$ cat src/rtl/otp_fuse_ctrl.sv
`timescale 1ns/1ps
module otp_fuse_ctrl #(
  parameter int WORD_W   = 8,
  parameter int WORDS    = 256,
  parameter int BANKS    = 2,
  parameter int BANK_AW  = 2,
  parameter int WORD_AW  = 9,
  parameter int BLOW_CYC = 4,
  parameter bit RELOAD   = 1'b1,
  localparam int N     = BANKS * WORDS,
  localparam int FA_W  = (N > 1) ? $clog2(N) : 1,
  localparam int BIT_W = (WORD_W > 1) ? $clog2(WORD_W) : 1,
  localparam int BC_W  = $clog2(BLOW_CYC + 1)
) (
  input  logic               clk,
  input  logic               rst_n,
  input  logic               req,
  input  logic [1:0]         cmd,
  input  logic [BANK_AW-1:0] bank,
  input  logic [WORD_AW-1:0] word,
  input  logic [WORD_W-1:0]  wdata,
  output logic               ack,
  output logic               err,
  output logic [WORD_W-1:0]  rdata,
  output logic               busy,
  output logic [FA_W-1:0]    fuse_addr,
  input  logic [WORD_W-1:0]  fuse_rdata,
  output logic               fuse_blow,
  output logic [BIT_W-1:0]   fuse_bit
);

  localparam logic [1:0] CMD_RD  = 2'd0;
  localparam logic [1:0] CMD_SNS = 2'd1;
  localparam logic [1:0] CMD_PRG = 2'd2;
  localparam logic [1:0] CMD_OVR = 2'd3;

  typedef enum logic [1:0] {S_LOAD, S_IDLE, S_PROG} st_t;

  st_t               state;
  logic [WORD_W-1:0] shadow [N];
  logic [FA_W-1:0]   idx, paddr, req_addr, sh_wa;
  logic [WORD_W-1:0] pend, sh_wd;
  logic [BC_W-1:0]   bcnt;
  logic              in_rng, accept, sh_we, prog_done, bit_last;

  function automatic logic [BIT_W-1:0] lowbit(input logic [WORD_W-1:0] v);
    lowbit = '0;
    for (int b = WORD_W - 1; b >= 0; b--)
      if (v[b]) lowbit = BIT_W'(b);
  endfunction

  assign in_rng    = (32'(bank) < BANKS) && (32'(word) < WORDS);
  assign req_addr  = FA_W'(32'(bank) * WORDS + 32'(word));
  assign accept    = (state == S_IDLE) && req;
  assign busy      = (state != S_IDLE);
  assign prog_done = (state == S_PROG) && (pend == '0);
  assign bit_last  = (bcnt == BC_W'(BLOW_CYC - 1));
  assign fuse_bit  = lowbit(pend);
  assign fuse_blow = (state == S_PROG) && (pend != '0) && bit_last;

  always_comb begin
    case (state)
      S_LOAD:  fuse_addr = idx;
      S_PROG:  fuse_addr = paddr;
      default: fuse_addr = req_addr;
    endcase
  end

  always_comb begin
    sh_we = 1'b0;
    sh_wa = idx;
    sh_wd = fuse_rdata;
    if (state == S_LOAD) begin
      sh_we = 1'b1;
    end else if (accept && in_rng && cmd == CMD_OVR) begin
      sh_we = 1'b1;
      sh_wa = req_addr;
      sh_wd = wdata;
    end else if (prog_done && RELOAD) begin
      sh_we = 1'b1;
      sh_wa = paddr;
    end
  end

  always_ff @(posedge clk)
    if (sh_we) shadow[sh_wa] <= sh_wd;

  always_ff @(posedge clk or negedge rst_n) begin
    if (!rst_n) begin
      state <= S_LOAD;
      idx   <= '0;
      paddr <= '0;
      pend  <= '0;
      bcnt  <= '0;
      ack   <= 1'b0;
      err   <= 1'b0;
      rdata <= '0;
    end else begin
      ack <= 1'b0;
      err <= 1'b0;
      case (state)
        S_LOAD: begin
          idx <= idx + 1'b1;
          if (idx == FA_W'(N - 1)) state <= S_IDLE;
        end
        S_IDLE: if (req) begin
          if (!in_rng) begin
            ack   <= 1'b1;
            err   <= 1'b1;
            rdata <= '0;
          end else begin
            case (cmd)
              CMD_RD:  begin ack <= 1'b1; rdata <= shadow[req_addr]; end
              CMD_SNS: begin ack <= 1'b1; rdata <= fuse_rdata; end
              CMD_PRG: begin
                state <= S_PROG;
                paddr <= req_addr;
                pend  <= wdata & ~fuse_rdata;
                bcnt  <= '0;
              end
              default: ack <= 1'b1;
            endcase
          end
        end
        S_PROG: begin
          if (pend == '0) begin
            ack   <= 1'b1;
            rdata <= fuse_rdata;
            state <= S_IDLE;
          end else if (bit_last) begin
            pend[fuse_bit] <= 1'b0;
            bcnt           <= '0;
          end else begin
            bcnt <= bcnt + 1'b1;
          end
        end
        default: state <= S_IDLE;
      endcase
    end
  end


  blow_unblown_chk: assert property (@(posedge clk) disable iff (!rst_n)
    fuse_blow |-> !fuse_rdata[fuse_bit]);


  oor_zero_chk: assert property (@(posedge clk) disable iff (!rst_n)
    err |-> (ack && rdata == '0));


  ack_idle_chk: assert property (@(posedge clk) disable iff (!rst_n)
    ack |-> !busy);


  blow_busy_chk: assert property (@(posedge clk) disable iff (!rst_n)
    fuse_blow |-> busy);


  err_pulse_chk: assert property (@(posedge clk) disable iff (!rst_n)
    err |=> !err);

endmodule

$ cat config.mk
export PLATFORM = sky130hd
export DESIGN_NAME = otp_fuse_ctrl
export DESIGN_NICKNAME = d
export VERILOG_FILES = /design/src/rtl/otp_fuse_ctrl.sv
export SDC_FILE = /design/constraint.sdc
export NUM_CORES = 2
export LEC_CHECK = 0
export BUFFER_PORTS_ARGS = -buffer_cell sky130_fd_sc_hd__buf_4
export CELL_PAD_IN_SITES_DETAIL_PLACEMENT = 2
export CELL_PAD_IN_SITES_GLOBAL_PLACEMENT = 2
export CORE_UTILIZATION = 30
export DETAILED_ROUTE_END_ITERATION = 12
export PLACE_DENSITY = 0.6
export SLEW_MARGIN = 40
export SYNTH_ARGS = -nofsm -noshare
export SYNTH_HDL_FRONTEND = slang
export SYNTH_SLANG_ARGS = --single-unit
$ cat constraint.sdc
create_clock -name clk -period 28.8 [get_ports clk]
set_input_delay 2.88 -clock clk [delete_from_list [all_inputs] [get_ports clk]]
set_output_delay 2.88 -clock clk [all_outputs]
set_load 0.02 [all_outputs]
== After elaboration in Yosys (flattened, before gate mapping) ==
Memory sizes are Yosys's and may differ from the RTL's.
Index checks and enable logic that the tools add are counted.
Storage, ports and cells
  memories kept: 1
  RAM bits: 4096
  output and inout port bits: 24
  flip-flop bits (word level): 41
  word-level logic and storage cells: 106
  input port bits: 32
Operators by class
  reduce and logical (&&, ||, !) cells: 18
  equal/unequal tests: 16
  bitwise gates (word level): 4
  magnitude comparators: 4
  add/subtract/negate cells: 3
  muxes and demuxes: 52
Memory list
  shadow: words 512, width 8, read ports 1, clocked after Yosys merged registers in 0, wr ports 1, line 40  | logic [WORD_W-1:0] shadow [N];
Operators with widths (number)
  $mux 8: 10
  $pmux 8 s2: 3
  $mux 3: 13
  $mux 9: 3
  $pmux 9 s2: 1
  $and 8x8->8: 2
  $not 8->8: 2
  $mux 1: 13
  $mux 2: 5
  $reduce_and 5->1: 2
  $add 9x1->9 const B: 1
  $add 9x9->9: 1
  $eq 9x9->1 const B: 1
  $lt 9x9->1 const B: 1
  $logic_and 1x1->1: 8
  $logic_not 8->1: 1
  $ne 2x1->1 const B: 4
  $ne 2x2->1 const B: 4
  $reduce_and 4->1: 2
  $reduce_bool 8->1: 1
  $eq 2x2->1 const B: 3
  $pmux 2 s3: 1
  $pmux 3 s2: 1
  $reduce_and 6->1: 1
  other kinds (11): 13

== Logic depth before layout (Yosys ltp) ==
  word-level depth: 17
  gate-level depth with buffers: 15
  depth with buffers taken out: 10

== Worst setup path after synthesis ==
OpenSTA, ideal clock, no wires.
  path type: input -> register
  from: in cmd[1]
  to: mem shadow[0][1] (data pin)
  setup time: 4.174 ns
  required time: 24.626 ns
  slack: 1.234 ns
  buffers on the path: 2
  arrival: 23.392 ns
  stages: 6
  cell sequence: or3b_1 > clkbuf_1 > or2_1 > buf_6 > nor2_1 > o21ai_0
On the way
  cells in the longest elaborated chain, start to end: 4
Ends and longest elaborated chain
  start: declaration: line 18  | input logic [1:0] cmd,
  $eq 2x2->1: line 75  | end else if (accept && in_rng && cmd == CMD_OVR) begin
  $logic_and 1x1->1: line 75
  $mux 8: line 75
  $mux 8: line 73  | if (state == S_LOAD) begin
  net sh_wd[1]: line 42  | logic [WORD_W-1:0] pend, sh_wd;
  end: declaration: line 40
The timed path passes the listed nets, and every way through them passes these cells.

== Worst setup path after layout ==
  from: in word[0]
  to: reg rdata[3]
On the way
  cells in the longest elaborated chain, start to end: 6
  elaborated cells between the ends (all ways): 10
  classes of those cells: add/sub (1); order compare (1); eq/ne (1); mux (4); reduce/logical (2); memory (1)
Ends and longest elaborated chain
  start: declaration: line 20  | input logic [WORD_AW-1:0] word,
  $add 9x9->9: line 53  | assign req_addr = FA_W'(32'(bank) * WORDS + 32'(word));
  $mem_v2 512x8
  $pmux 8 s2: line 112  | case (cmd)
  $mux 8: line 107  | if (!in_rng) begin
  $mux 8: line 106  | S_IDLE: if (req) begin
  $pmux 8 s2: line 101  | case (state)
  end signal: assignment: line 128  | rdata <= fuse_rdata;
  end: declaration: line 24  | output logic [WORD_W-1:0] rdata,
Parallel ways exist; a longest one is shown, timed or not. The select of a mux whose other input is x is not followed.
A chain may end at the register's enable or synchronous reset.

==> flow_summary.toml <==
[run_status]
status = "completed"

[hold_path]
whs_path_depth = 1
min_to = "bcnt[2]$_DFFE_PN0P_"
holdCritPathClass = "flip-flop to flip-flop"
min_from = "bcnt[2]$_DFFE_PN0P_"

[grt]
grt_max_degree = 167
grt_pass1_vias = 86721
grt_pass1_wl_mm = 745
antenna_found_initial = 50
grt.total_usage_pct = 19.5
grt.overflow.total = 0

[synthesis]
synth-seq-cells = 4137
synth_nets = 7683
netlist_area_um2 = 162000
synth_flop_cell = "edfxtp_1"
synth_edf_count = 4096
ys.warnings.count = 0
synth_cell_types = 85
synthCells = 7645
ys_seq_area_share_pct = 76.4
synthArstFlopShare_pct = 0.991
syn_area_per_cell_um2 = 21.2

[clocking]
cts_buffer_depth = 4
clkTransAtPathRegs_ns = 0.06
cts_setup_buffers = 0
cts_made_buffers = 443
cts-root-buf = "clkbuf_16"
ctsHoldBuffers = 0
cts_tree = "yes"
cts-resized-gates = 0
cts_max_level = 5
clock-sinks = 4137
clk_latency_ns = 1.01

[setup_path]
worstPathRequired_ns = 29.65
worst-path-max-fanout = 77
critical_path_class = "input pin to flip-flop"
cp-end-kind = "flip-flop"
r2r_start = "pend[4]$_DFFE_PN0P_"
r2r.worst_path.cells = 9
r2r_slack_ns = 23.29
cp-start-kind = "input pin"
r2r_end = "shadow[168][1]$_DFFE_PP_"
arrival_ns = 9.38

[drt]
avgViaCountPerCell = 5.35
routed_wl_mm = 544
drt_iter0_drc = 9730
firstDrtPassIters = 6
via_count = 82933
wire_per_inst_um = 35.2
drc = 0
ant_nets = 0

[finish]
fillers = 51810
final_core_util_pct = 34.9
fin_cells = 15488
synthToLayoutAreaGrowth_pct = 15.5
nets = 7946
drive_gt1_share_pct = 29.6

[placed_design]
dpl.cell_count = 14634
dp_hpwl_mm = 331
port_buffers = 55
gp_congestion = 0.792

[timing]
fin_crit_ns = 8.53
fmax_mhz = 117
rsz0062_at_grt = "false"
finClkSkew_ns = 0.0458
finalHoldViolations = 0
maxSlewHeadroom_pct = 29.4
setup-tns-final_ns = 0
worst_pin_slew_ns = 1.05
drv_slew = 0
post-route-period-util_pct = 29.6
finalSetupViolations = 0

[floorplanning]
die_w_um = 737
initial_utilization_pct = 30.2
design.die.area_um2 = 544000
rows = 269
coreArea_um2 = 538000
num_io_pins = 56
die_height_um = 737

[job]
max_cap_viol_count = 0

[power]
ir_worst_vdd_uv = 49.9
finalPower_mw = 13.6
power_density_nw_per_um2 = 72.5
leakagePower_nw = 57.5
## metal layers
metal	track usage [%]	vias to the layer above	share of wire (%)
met5	0	-	0.0050
met4	5.26	4	3.1
met3	3.13	648	7.0
met2	31.9	3490	48
met1	27.0	46339	42
li1	-	32452	-
## flip-flops by register name (all words and copies together) (netlist names)
signal / cells
pend: 8
bcnt: 3
err: 1
state: 2
ack: 1
rdata: 8
paddr: 9
idx: 9
shadow: 4096
## layout make-up
type | count | area (um2) | share of cell area, %
Timing Repair Buffer | 280 | 2750 | 1.47
Tap cell | 7181 | 8980 | 4.80
Multi-Input combinational cell | 3028 | 36900 | 19.7
Inverter | 18 | 82.6 | 0.0441
Sequential cell | 4137 | 124000 | 66.2
Antenna cell | 18 | 45.0 | 0.0240
Clock inverter | 288 | 2860 | 1.53
Clock buffer | 538 | 11700 | 6.24
## stage by stage
stage | hold WS [ns] | worst slack (ns) | instance area, um2
final | 0.492 | 20.27 | 187000
after global placement | 0.462 | 17.91 | 171000
after floorplan | 0.449 | 1.23 | 162000
after global routing | 0.532 | 19.67 | 187000
after detailed placement | 0.480 | 18.78 | 172000
after CTS | 0.494 | 19.89 | 186000
## kinds of logic after synthesis
kind of cell,share of synthesized area [%]
AOI/OAI and AO/OA,2.16
xor gates and xnor gates,0.0486
adders and majority gates,0.0463
buffers and inverters,1.82
DFF,76.4
muxes,16.4
and+or+nand+nor,3.12
## synthesized netlist by cell type, types with 10 or more instances
| master | number | area (um2) |
|---|---|---|
| a211oi_1 | 23 | 173 |
| a21oi_1 | 70 | 350 |
| a221oi_1 | 43 | 377 |
| a22oi_1 | 60 | 450 |
| a311oi_1 | 11 | 96.3 |
| a31oi_1 | 36 | 225 |
| a32oi_1 | 37 | 324 |
| and3_1 | 26 | 163 |
| buf_1 | 29 | 109 |
| buf_2 | 153 | 766 |
| buf_4 | 60 | 450 |
| buf_6 | 53 | 597 |
| buf_8 | 30 | 450 |
| clkbuf_1 | 137 | 514 |
| dfrtp_1 | 41 | 1030 |
| edfxtp_1 | 4096 | 123000 |
| inv_1 | 15 | 56.3 |
| mux2_2 | 28 | 315 |
| mux2i_1 | 262 | 2620 |
| mux4_1 | 70 | 1840 |
| mux4_2 | 966 | 21800 |
| nand2_1 | 379 | 1420 |
| nand2_2 | 29 | 181 |
| nand2b_1 | 10 | 62.6 |
| nand3_1 | 88 | 440 |
| nand4_1 | 12 | 75.1 |
| nor2_1 | 578 | 2170 |
| nor2b_1 | 12 | 75.1 |
| nor3_1 | 14 | 70.1 |
| o2111ai_1 | 10 | 87.6 |
| o211ai_1 | 10 | 75.1 |
| o21ai_0 | 69 | 345 |
| o221ai_1 | 17 | 149 |
| o22ai_1 | 40 | 250 |
## layout by cell type (no fill, tap or decap), drive strengths merged, types with 23 or more instances in the layout
cell	n
o22ai	45
a211oi	23
clkinv	216
edfxtp	4096
buf	278
bufinv	51
a31oi	36
inv	27
nand2	412
nand3	88
o21ai	72
a21oi	71
a32oi	37
mux4	1036
dfrtp	41
a221oi	43
and3	28
nor2	583
a22oi	60
mux2	29
clkbuf	540
mux2i	262
## report_power, final
part,leakage (nW),internal [mW],switching [mW]
Combinational,13.0,0.280,0.751
Sequential,37.3,6.69,0.0336
Clock,7.13,3.34,2.48
Total,57.5,10.3,3.26
## how the worst max path moves through the flow
stage / from / end / slack, ns / cells past startpoint
after detailed placement: word[0] / rdata[3]$_DFFE_PN0P_ / 18.78 / 15
after global placement: word[0] / rdata[0]$_DFFE_PN0P_ / 17.91 / 13
after CTS: word[0] / rdata[3]$_DFFE_PN0P_ / 19.89 / 14
final: word[0] / rdata[3]$_DFFE_PN0P_ / 20.27 / 14
after floorplan: cmd[1] / shadow[0][1]$_DFFE_PP_ / 1.23 / 6
after global routing: word[0] / rdata[3]$_DFFE_PN0P_ / 19.67 / 14
## worst max-delay path, stage by stage
cell	delay (ns)
buf_16	0.31
buf_4	0.61
buf_4	0.67
buf_12	0.57
buf_12	0.54
buf_6	0.57
buf_4	0.63
mux4_1	0.62
mux4_2	0.49
o21ai_0	0.57
and3_1	0.25
nor4_1	0.11
a31oi_1	0.23
o21ai_1	0.11
Note: power is estimated with default switching activity, not from simulation.
